`src/rtl/keyScanPkg.sv`:
```
package keyScanPkg;
  // Row index field is wide enough for up to 16 rows.
  localparam int ROW_IDX_W = 4;

  typedef struct packed {
    logic                 tick;    // a scan tick occurs this cycle
    logic                 sample;  // this tick samples the selected row
    logic [ROW_IDX_W-1:0] row;     // currently selected row
  } scanStrobe_t;
endpackage

```
`src/rtl/keyScanCtrl.sv`:
```
module keyScanCtrl
  import keyScanPkg::*;
#(
  parameter int ROWS = 4
) (
  input  logic            clk,
  input  logic            rstN,
  input  logic            scanTick,
  output logic [ROWS-1:0] rowDriveN,
  output scanStrobe_t     strobe
);
  localparam int ROW_W = (ROWS > 1) ? $clog2(ROWS) : 1;

  logic [ROW_W-1:0] rowIdx;
  logic             samplePhase;  // 0: settle tick next, 1: sample tick next

  always_ff @(posedge clk) begin
    if (!rstN) begin
      rowIdx      <= '0;
      samplePhase <= 1'b0;
    end else if (scanTick) begin
      samplePhase <= ~samplePhase;
      if (samplePhase) begin
        rowIdx <= (rowIdx == ROW_W'(ROWS - 1)) ? '0 : rowIdx + ROW_W'(1);
      end
    end
  end

  for (genvar r = 0; r < ROWS; r++) begin : g_row
    assign rowDriveN[r] = (rowIdx != ROW_W'(r));
  end

  assign strobe.tick   = scanTick;
  assign strobe.sample = scanTick && samplePhase;
  assign strobe.row    = ROW_IDX_W'(rowIdx);
endmodule

```
`src/rtl/keyScanDatapath.sv`:
```
module keyScanDatapath
  import keyScanPkg::*;
#(
  parameter int ROWS       = 4,
  parameter int COLS       = 4,
  parameter int DEB_SCANS  = 2,
  parameter int HOLD_TICKS = 32,
  parameter int REP_START  = 16,
  parameter int REP_MIN    = 4
) (
  input  logic                          clk,
  input  logic                          rstN,
  input  scanStrobe_t                   strobe,
  input  logic [COLS-1:0]               colSenseN,
  input  logic                          ackWrEn,
  input  logic [ROWS*COLS-1:0]          ackWrData,
  output logic [ROWS*COLS-1:0]          heldVec,
  output logic [ROWS*COLS-1:0]          pressedVec,
  output logic                          repeatPulse,
  output logic [$clog2(ROWS*COLS)-1:0]  repeatKey
);
  localparam int KEYS   = ROWS * COLS;
  localparam int KEY_W  = $clog2(KEYS);
  localparam int DCNT_W = $clog2(DEB_SCANS + 1);
  localparam int TCNT_W = $clog2(HOLD_TICKS + REP_START + 1);
  localparam int STG_W  = $clog2($clog2(REP_START + 1) + 2);

  // ---------------- debounce per key ----------------
  logic [KEYS-1:0]             debQ, debNext;
  logic [KEYS-1:0][DCNT_W-1:0] cntQ, cntNext;
  logic [KEYS-1:0]             ackQ, ackNext;

  for (genvar r = 0; r < ROWS; r++) begin : g_r
    for (genvar c = 0; c < COLS; c++) begin : g_c
      localparam int K = r * COLS + c;
      logic hit, closed, differs, settled;
      assign hit     = strobe.sample && (strobe.row == ROW_IDX_W'(r));
      assign closed  = !colSenseN[c];
      assign differs = hit && (closed != debQ[K]);
      assign settled = differs && (cntQ[K] == DCNT_W'(DEB_SCANS - 1));
      assign debNext[K] = settled ? closed : debQ[K];
      assign cntNext[K] = !hit ? cntQ[K] :
                          (differs && !settled) ? cntQ[K] + DCNT_W'(1) : '0;
    end
  end

  assign ackNext = (ackQ | (ackWrEn ? ackWrData : '0)) & debNext;

  always_ff @(posedge clk) begin
    if (!rstN) begin
      debQ <= '0;
      cntQ <= '0;
      ackQ <= '0;
    end else begin
      debQ <= debNext;
      cntQ <= cntNext;
      ackQ <= ackNext;
    end
  end

  assign heldVec    = debQ;
  assign pressedVec = debQ & ~ackQ;

  // ---------------- auto-repeat on lowest held key ----------------
  logic             anyHeld;
  logic [KEY_W-1:0] lowKey;

  always_comb begin
    anyHeld = 1'b0;
    lowKey  = '0;
    for (int i = KEYS - 1; i >= 0; i--) begin
      if (debQ[i]) begin
        anyHeld = 1'b1;
        lowKey  = KEY_W'(i);
      end
    end
  end

  logic              trackValid;
  logic [KEY_W-1:0]  trackKey;
  logic [TCNT_W-1:0] tickCnt, tickInc, interval;
  logic [STG_W-1:0]  stage;
  logic              canAdvance;

  assign tickInc    = tickCnt + TCNT_W'(1);
  assign interval   = (stage == '0) ? TCNT_W'(HOLD_TICKS)
                                    : TCNT_W'(REP_START >> (int'(stage) - 1));
  assign canAdvance = (stage == '0) ? (REP_START >= REP_MIN)
                                    : ((REP_START >> int'(stage)) >= REP_MIN);

  always_ff @(posedge clk) begin
    if (!rstN) begin
      trackValid  <= 1'b0;
      trackKey    <= '0;
      tickCnt     <= '0;
      stage       <= '0;
      repeatPulse <= 1'b0;
    end else begin
      repeatPulse <= 1'b0;
      if (!anyHeld) begin
        trackValid <= 1'b0;
        tickCnt    <= '0;
        stage      <= '0;
      end else if (!trackValid || lowKey != trackKey) begin
        trackValid <= 1'b1;
        trackKey   <= lowKey;
        tickCnt    <= '0;
        stage      <= '0;
      end else if (strobe.tick) begin
        if (tickInc == interval) begin
          repeatPulse <= 1'b1;
          tickCnt     <= '0;
          if (canAdvance) stage <= stage + STG_W'(1);
        end else begin
          tickCnt <= tickInc;
        end
      end
    end
  end

  assign repeatKey = trackKey;
endmodule

```
`src/rtl/keyScanTop.sv`:
```
module keyScanTop
  import keyScanPkg::*;
#(
  parameter int ROWS       = 4,
  parameter int COLS       = 4,
  parameter int DEB_SCANS  = 2,
  parameter int HOLD_TICKS = 32,
  parameter int REP_START  = 16,
  parameter int REP_MIN    = 4
) (
  input  logic                          clk,
  input  logic                          rstN,
  input  logic                          scanTick,
  input  logic [COLS-1:0]               colSenseN,
  input  logic                          ackWrEn,
  input  logic [ROWS*COLS-1:0]          ackWrData,
  output logic [ROWS-1:0]               rowDriveN,
  output logic [ROWS*COLS-1:0]          heldVec,
  output logic [ROWS*COLS-1:0]          pressedVec,
  output logic                          repeatPulse,
  output logic [$clog2(ROWS*COLS)-1:0]  repeatKey
);
  scanStrobe_t strobe;

  keyScanCtrl #(.ROWS(ROWS)) ctrl_i (
    .clk       (clk),
    .rstN      (rstN),
    .scanTick  (scanTick),
    .rowDriveN (rowDriveN),
    .strobe    (strobe)
  );

  keyScanDatapath #(
    .ROWS(ROWS), .COLS(COLS), .DEB_SCANS(DEB_SCANS),
    .HOLD_TICKS(HOLD_TICKS), .REP_START(REP_START), .REP_MIN(REP_MIN)
  ) dp_i (
    .clk         (clk),
    .rstN        (rstN),
    .strobe      (strobe),
    .colSenseN   (colSenseN),
    .ackWrEn     (ackWrEn),
    .ackWrData   (ackWrData),
    .heldVec     (heldVec),
    .pressedVec  (pressedVec),
    .repeatPulse (repeatPulse),
    .repeatKey   (repeatKey)
  );
endmodule

```
`config.mk`:
```
export PLATFORM = sky130hd
export DESIGN_NAME = keyScanTop
export DESIGN_NICKNAME = d
export VERILOG_FILES = /design/src/rtl/keyScanPkg.sv /design/src/rtl/keyScanCtrl.sv /design/src/rtl/keyScanDatapath.sv /design/src/rtl/keyScanTop.sv
export SDC_FILE = /design/constraint.sdc
export NUM_CORES = 1
export LEC_CHECK = 0
export ABC_AREA = 1
export BUFFER_PORTS_ARGS = -buffer_cell sky130_fd_sc_hd__buf_2
export CAP_MARGIN = 0
export CORE_UTILIZATION = 26
export CTS_CLUSTER_DIAMETER = 100
export DETAILED_ROUTE_END_ITERATION = 8
export PLACE_DENSITY_LB_ADDON = 0.1
export SKIP_LAST_GASP = 1
export SLEW_MARGIN = 20
export SYNTH_ARGS = -nofsm -noshare
export SYNTH_HDL_FRONTEND = slang
export SYNTH_SLANG_ARGS = --single-unit
```
`constraint.sdc`:
```
create_clock -name clk -period 2.5 [get_ports clk]
set_input_delay 0.25 -clock clk [delete_from_list [all_inputs] [get_ports clk]]
set_output_delay 0.25 -clock clk [all_outputs]
set_load 0.01 [all_outputs]
```
==> impl_results.md, run 1 <==
- DRT Wirelength: between 10 and 15 mm
- First DRT Iteration DRCs: 178
- Synth Warn #: 0
- Share of layout cells above drive strength 1: roughly a fifth
- Final net count: 670
- Final setup violation count: 0
- Reg-to-reg endpoint: dp_i.stage[1]
- Crit-path max FO: 3
- Most frequent cells in the layout: 82 x inv_1, 81 x dfxtp_1, 74 x a21oi_1, 64 x buf_2, 60 x nand2_1
- DP HPWL: 8.48 mm
- Placed Cells: around 820
- Slew @ Worst Pin: roughly 0.46 ns
- Die Wd: roughly 130 µm
- Crit Path Category: reg2reg
- Hold depth: 2
- Clock Sink Count: just over 80
- Reg-to-Reg Start: dp_i.stage[0]
- Grt total ovfl: 0
- Max Used Layer: met4
- HP Class: in2reg
- Sequential share of the synthesized area: between 30% and 40%
- Total GRT Usage: around 15%
- Achievable frequency: about 0.43 GHz
- Worst VDD drop: between 0.2 and 0.3 mV
- TritonRoute pass-1 iters: 4
- Final Instance Count excl. Fillers: between 800 and 900
- Via/cell ratio: 4.46
- ANT cells: 0
- Mapped Area: roughly 4100 µm²
- Synthesized Nets: ~600
- M1 WL: between 5 and 6 mm
- Register Area: about 1600 µm²
- Number of port buffers: 64
- Status: complete, no violations
- Core Util, Final: around a third
- Pin count of the biggest net entering global routing: 34
- Vias in the first global route: 3,558
- Period minus WS final: 2.32 ns
- Row cnt: between 40 and 50
- Clock Tree Root: clkbuf_16
- CP endpoint kind: register
- CTS Buf Count: 9
- MaxCap Viol Count: 0
- Synth Register Bits: slightly above 80
- Commonest non-fill, non-tap cell in the layout: inv_1
- CP Launch Type: register
- Final Hold Viols: 0
- Worst slew margin: between 60% and 70%
- Count of distinct cell types in the synthesized netlist: 34
- R2R cell count: 13
- Post-Syn Instances: 549
- Clock latency at the later pin of the worst-skew pair: around 0.35 ns
- Initial antenna violation count: 0
- Routability cong.: just under 0.8
- Die area: roughly 16,000 µm²
- Remaining antenna violation count: 0
- DR WL met2: approximately 5.4 mm
- Core Area: 15,400 µm²
- Residual DRC: 0
- Die Y: approximately 130 µm
- Routed wire length per instance: around 14 µm
- Hold Path Sink: ctrl_i.samplePhase
- # fillers: about 1.6k
- Syn-to-layout area delta: 22.9%
- Leak: approximately 0.0021 µW
- Final slew viol count: 0
- First-pass GRT wire length: roughly 18 mm
- Wire length on met3: between 300 and 400 µm
- Longest Clk Path Bufs: 2
- Htree depth: 3
- PD cells: slightly below 600 nW/µm²
- Flop-to-flop setup slack: approximately 0.18 ns
- Hold Path Origin: scanTick
- Clock Skews: approximately 0.0063 ns
- Area occupied by multi-input gates: approximately 2100 µm²
- Initial Utilization: between 20% and 30%
- Average cell area after synthesis: about 7.5 µm²
- Clock-pin slew on the worst setup and hold paths: approximately 0.06 ns
- Post-CTS Hold Buffers: 0
- Arr. time, crit path: between 2 and 3 ns
- Final critical-path share of the clock period: 92.9%
- Worst endpoint required time: roughly 2.8 ns
- CTS tree: done
- Vias post-DR: ~3.7k
- Top Ports: 65
[final cells by class]
| type | count | area share [%] |
|---|---|---|
| clock buffers | 11 | 4.77 |
| inverters | 86 | 6.35 |
| repair buffers | 74 | 7.78 |
| clock inverters | 5 | 1.53 |
| multi-input cells | 367 | 42.1 |
| flip-flops and latches | 82 | 32.3 |
| well taps | 211 | 5.19 |
[cell families after synthesis]
group                      Yosys count  share of synthesized area, %
and+or+nand+nor                    187                          21.0
AOI/OAI and AO/OA                  137                          18.4
buffers and inverters              100                          9.07
DFF                                 82                          39.7
adders and majority gates           26                          7.86
xor gates and xnor gates            11                          2.51
muxes                                6                          1.45
[state kept, by name (all words and copies together) (netlist names)]
register / cells
ctrl_i.samplePhase: 1
dp_i.stage: 3
dp_i.trackValid: 1
dp_i.tickCnt: 6
ctrl_i.rowIdx: 2
dp_i.repeatKey: 4
dp_i.ackQ: 16
dp_i.repeatPulse: 1
dp_i.cntQ: 32
dp_i.heldVec: 16
[what timing repair did]
item                       in CTS  in global routing
setup endpoints to repair       0                  9
gates resized for setup         0                  5
setup buffers                   0                  2
[worst max-delay path by stage]
stage	startpoint	endpoint	slack (ns)	cells after the start
floorplan	dp_i.stage[0]	dp_i.stage[2]	0.20	13
CTS	dp_i.stage[1]	dp_i.stage[2]	0.03	13
finish	dp_i.stage[0]	dp_i.stage[1]	0.18	13
global route	dp_i.stage[1]	dp_i.stage[2]	-0.009	13
global placement	dp_i.stage[1]	dp_i.stage[2]	0.13	13
detailed placement	dp_i.stage[1]	dp_i.stage[2]	0.04	13
[cells in the mapped netlist]
cell / number / area share (%)
dfxtp_1: 82 / 40
inv_1: 82 / 7.4
a21oi_1: 74 / 9.0
nand2_1: 60 / 5.4
nor2_1: 59 / 5.4
o21ai_0: 32 / 3.9
ha_1: 26 / 7.9
nor3_1: 18 / 2.2
or2_2: 18 / 2.7
o211ai_1: 16 / 2.9
nand3_1: 15 / 1.8
clkbuf_1: 14 / 1.3
o31ai_1: 10 / 1.8
mux2i_1: 6 / 1.5
xor2_1: 6 / 1.3
inv_2: 4 / 0.36
nand4_1: 4 / 0.60
xnor2_1: 4 / 0.85
nor2_2: 3 / 0.45
nand3_2: 2 / 0.48
a211oi_1: 1 / 0.18
a21boi_1: 1 / 0.18
a21o_1: 1 / 0.18
a22oi_1: 1 / 0.18
nand2_2: 1 / 0.15
nand2b_1: 1 / 0.15
nand4_4: 1 / 0.51
nor2_4: 1 / 0.27
nor3_2: 1 / 0.24
nor3b_2: 1 / 0.30
o21ai_1: 1 / 0.12
or2_1: 1 / 0.15
or2_4: 1 / 0.21
xnor2_2: 1 / 0.39
[metrics by stage]
step / total power, µW / area (µm²) / hold WS [ns] / setup TNS, ns / setup slack [ns]
after floorplan: 1440 / 4140 / 0.340 / 0 / 0.200
after global placement: 1500 / 4730 / 0.437 / 0 / 0.127
after detailed placement: 1510 / 4730 / 0.453 / 0 / 0.0442
after CTS: 3000 / 5050 / 0.153 / 0 / 0.0296
after global routing: 3060 / 5080 / 0.185 / -0.00914 / -0.00855
final: 2940 / 5080 / 0.169 / 0 / 0.178
[worst max-delay path: stages (launching register included)]
cell     delay [ns]
dfxtp_1        0.33
inv_1          0.08
ha_1           0.20
ha_1           0.31
inv_1          0.07
nor3_2         0.14
nand2_1        0.08
xor2_1         0.15
nor3_2         0.16
nand4_1        0.18
nor2_2         0.20
buf_4          0.14
nand3_1        0.06
a21oi_1        0.15
[per-layer routing]
| layer | vias to the layer above | global-route usage [%] |
|---|---|---|
| met4 | 0 | 6.64 |
| met5 | - | 0 |
| met3 | 12 | 2.55 |
| met2 | 64 | 25.4 |
| li1 | 1941 | - |
| met1 | 1708 | 18.6 |
[report_power, final]
part	total (µW)	leakage [µW]	switching, µW	internal, µW
sequential	1320	0.000662	6.06	1310
clock	1460	0.000156	563	900
combinational	153	0.00125	104	49.0
Power figures use the tool's default switching activity.
==> run 2: changes to the inputs <==
CELL_PAD_IN_SITES_DETAIL_PLACEMENT = 0   (was unset)
CELL_PAD_IN_SITES_GLOBAL_PLACEMENT = 1   (was unset)
==> impl_results.md, run 2 (synthesis results as in run 1) <==
- Status: complete, no violations
- Worst slew margin: a little under three fifths
- Most frequent cells in the layout: 82 x inv_1, 81 x dfxtp_1, 74 x a21oi_1, 64 x buf_2, 60 x nand2_1
- Initial antenna violation count: 0
- Most flop-heavy register: dp_i.cntQ
- Max FFs per register: 32
- Final Total Pwr: 2800 µW
- Leak: around 0.0020 µW
- CP endpoint kind: register
- Clock Sink Count: between 80 and 90
- Register Area: 1640 µm²
- Core Util, Final: between 30% and 40%
- Arr. time, crit path: ~2.5 ns
- Crit-path max FO: 4
- TritonRoute pass-1 iters: 4
- PD cells: between 500 and 600 nW/µm²
- MaxCap Viol Count: 0
- Longest Clk Path Bufs: 2
- Vias post-DR: approximately 3.7k
- Routed wire length per instance: 13.7 µm
- Die area: between 15,000 and 20,000 µm²
- Die Wd: about 130 µm
- Slew @ Worst Pin: around 0.64 ns
- Pin count of the biggest net entering global routing: 53
- Period minus WS final: approximately 2.3 ns
- Syn-to-layout area delta: 21.5%
- Area occupied by multi-input gates: around 2100 µm²
- Commonest non-fill, non-tap cell in the layout: inv_1
- Top Ports: 65
- ANT cells: 0
- CTS tree: done
- Crit Path Category: reg2reg
- Clock Skews: ~0.0073 ns
- Worst VDD drop: between 0.2 and 0.3 mV
- Final net count: between 600 and 700
- Clock latency at the later pin of the worst-skew pair: approximately 0.34 ns
- Die Y: around 130 µm
- Remaining antenna violation count: 0
- Vias in the first global route: 3,553
- Final critical-path share of the clock period: 92.4%
- Core Area: roughly 15,000 µm²
- First DRT Iteration DRCs: around 140
- Achievable frequency: about 0.43 GHz
- DRT Wirelength: 11.4 mm
- Clock-pin slew on the worst setup and hold paths: approximately 0.060 ns
- Htree depth: 3
- HP Class: in2reg
- Residual DRC: 0
- Final setup violation count: 0
- CTS Buf Count: 9
- Routability cong.: about 0.76
- Grt total ovfl: 0
- Number of port buffers: between 60 and 70
- Hold depth: 2
- Final Hold Viols: 0
- Initial Utilization: between 20% and 30%
- Final slew viol count: 0
- Row cnt: 45
- Worst endpoint required time: approximately 2.7 ns
- DP HPWL: 8.10 mm
- Clock Tree Root: clkbuf_16
- Via/cell ratio: roughly 4.5
- Share of layout cells above drive strength 1: slightly below 20%
- CP Launch Type: register
- Total GRT Usage: 14.7%
- # fillers: 1,659
- First-pass GRT wire length: about 18 mm
- R2R cell count: 13
run 2: worst paths after layout:
path                                    startpoint                 end  slack, ns
worst min register to register  ctrl_i.samplePhase  ctrl_i.samplePhase       0.45
worst max-delay path                 dp_i.stage[0]       dp_i.stage[2]       0.19
worst max register to register       dp_i.stage[0]       dp_i.stage[2]       0.19
worst min-delay path                      scanTick  ctrl_i.samplePhase       0.18
run 2: area by class of cell:
cell class,count,area share [%]
clock buffer,12,4.90
clock inverter,3,0.796
inverter,86,6.42
multi-input combinational,367,42.4
sequential,82,32.7
tap,211,5.25
timing repair buffer,72,7.57
run 2: metal layers:
metal	global-route usage (%)	up-vias	share of wire (%)
li1	-	1947	-
met1	19.0	1702	50
met2	24.0	57	45
met3	2.55	11	2.8
met4	6.23	0	1.6
met5	0	-	0
run 2: where the power goes:
part           switching (µW)  total [µW]  internal [µW]
clock network             535        1330            793
logic                     106         154           47.8
registers                5.98        1320           1320
run 2: per-stage QoR:
step | setup WS, ns | TNS, ns | instances | hold slack [ns] | instance area [µm²]
after floorplan | 0.200 | 0 | 549 | 0.340 | 4140
after global placement | 0.135 | 0 | 817 | 0.437 | 4720
after detailed placement | 0.0933 | 0 | 817 | 0.446 | 4720
after CTS | 0.0688 | 0 | 832 | 0.162 | 5010
after global routing | -0.0222 | -0.0387 | 833 | 0.194 | 5030
final | 0.190 | 0 | 833 | 0.179 | 5030
run 2: critical path, cell delays in order, from the launching register on:
cell     delay, ns
dfxtp_1       0.33
inv_1         0.07
ha_1          0.20
ha_1          0.31
inv_1         0.07
nor3_2        0.13
nand2_1       0.09
xor2_1        0.14
nor3_1        0.18
nand4_1       0.19
nor2_2        0.22
nand3_2       0.09
nor2_1        0.12
nor3b_2       0.05
run 2: timing repair:
item / CTS / global route
buffers inserted: 0 / 1
endpoints found under the setup margin: 0 / 9
resized for setup: 0 / 4
hold buffers: 0 / 0
==> run 3: changes to the inputs <==
MAX_ROUTING_LAYER = met4   (was unset)
==> impl_results.md, run 3 (synthesis results as in run 1) <==
- Status: complete, no violations
- Pin count of the biggest net entering global routing: 53
- Placed cell areas: ~4700 µm²
- Final slew viol count: 0
- Vias in the first global route: ~3.5k
- First DRT Iteration DRCs: between 100 and 150
- Syn-to-layout area delta: 21.5%
- M1 WL: ~5.7 mm
- MaxCap Viol Count: 0
- Most frequent cells in the layout: 82 x inv_1, 81 x dfxtp_1, 74 x a21oi_1, 64 x buf_2, 60 x nand2_1
- Worst VDD drop: roughly 0.30 mV
- Initial antenna violation count: 0
- Routed wire length per instance: 13.7 µm
- Final setup violation count: 0
- Die Wd: around 130 µm
- Initial Utilization: 26.9%
- Clock Skews: roughly 0.008 ns
- Longest Clk Path Bufs: 2
- Leak: around 0.0020 µW
- TritonRoute pass-1 iters: 4
- Worst endpoint required time: 2.73 ns
- Crit-path max FO: 4
- Total GRT Usage: between 10% and 20%
- Crit path from: dp_i.stage[0]
- HP Class: in2reg
- Clock Tree Root: clkbuf_16
- Routability cong.: just under 0.8
- Final critical-path share of the clock period: between 90% and 100%
- Achievable frequency: about 0.43 GHz
- Top Ports: 65
- Arr. time, crit path: 2.54 ns
- Max Used Layer: met4
- Number of port buffers: between 60 and 70
- Period minus WS final: between 2 and 2.5 ns
- Post-route cell area: approximately 5000 µm²
- Hold slack final: 0.178 ns
- Commonest non-fill, non-tap cell in the layout: inv_1
- TNS Setup: 0 ns
- Wire length on met3: between 200 and 300 µm
- DP HPWL: between 8 and 9 mm
- Grt total ovfl: 0
- Share of layout cells above drive strength 1: between 10% and 20%
- Reg-to-Reg Start: dp_i.stage[0]
- Hold Path Origin: scanTick
- Final Hold Viols: 0
- CP Launch Type: register
- Max FFs per register: 32
- Slew @ Worst Pin: 0.636 ns
- Clock latency at the later pin of the worst-skew pair: 0.34 ns
- Clock-pin slew on the worst setup and hold paths: 0.06 ns
- Crit Path Category: reg2reg
- CP endpoint kind: register
- Die area: about 16,000 µm²
- Remaining antenna violation count: 0
- Via/cell ratio: roughly 4.5
- Worst slew margin: a little under three fifths
- First-pass GRT wire length: ~18 mm
- DRT Wirelength: around 11 mm
- Most flop-heavy register: dp_i.cntQ
- Clock Sink Count: a little over 80
- Die Y: between 100 and 150 µm
- Residual DRC: 0
- PD cells: ~560 nW/µm²
- Final net count: about 670
- ANT cells: 0
- CTS Buf Count: 9
- Row cnt: 45
- DR WL met2: a little over 5 mm
- Htree depth: 3
- Core Area: about 15,000 µm²
- CTS tree: done
- Vias post-DR: 3,713
run 3: area by class of cell:
type | count | area (µm²)
fillers | 1659 | 10300
flip-flops and latches | 82 | 1640
multi-input cells | 367 | 2130
repair buffers | 72 | 380
inverters | 86 | 323
well taps | 211 | 264
clock inverters | 3 | 40.0
clock buffers | 12 | 246
run 3: per-layer routing:
layer / GRT usage, % / vias up
met5: - / -
met4: 6.23 / 0
met3: 2.25 / 11
met2: 24.0 / 61
met1: 19.2 / 1695
li1: - / 1946
run 3: worst paths after layout:
kind,cells after the start,slack [ns],to
min,2,0.18,ctrl_i.samplePhase
max reg2reg,13,0.19,dp_i.stage[2]
min reg2reg,1,0.45,ctrl_i.samplePhase
max,13,0.19,dp_i.stage[2]
run 3: worst max-delay path, stage by stage, from the launching register on:
cell	delay, ns
dfxtp_1	0.33
inv_1	0.07
ha_1	0.20
ha_1	0.31
inv_1	0.07
nor3_2	0.14
nand2_1	0.09
xor2_1	0.14
nor3_1	0.18
nand4_1	0.19
nor2_2	0.22
nand3_2	0.09
nor2_1	0.12
nor3b_2	0.05
run 3: power by group:
group	internal [µW]	switching, µW
sequential	1320	5.97
combinational	47.8	105
clock	793	535
total	2160	647
run 3: stage by stage:
stage                     utilization (%)  std cells  worst slack, ns  power (µW)
final                                32.7        833            0.187        2800
after detailed placement             30.7        817           0.0933        1510
after global routing                 32.7        833          -0.0222        2930
after CTS                            32.6        832           0.0688        2860
after floorplan                         -        549            0.200        1440
after global placement               30.7        817            0.135        1500
run 3: what timing repair did:
item | in CTS | in global routing
resized for setup | 0 | 4
setup endpoints to repair | 0 | 9
hold buffers | 0 | 0
setup buffers | 0 | 1
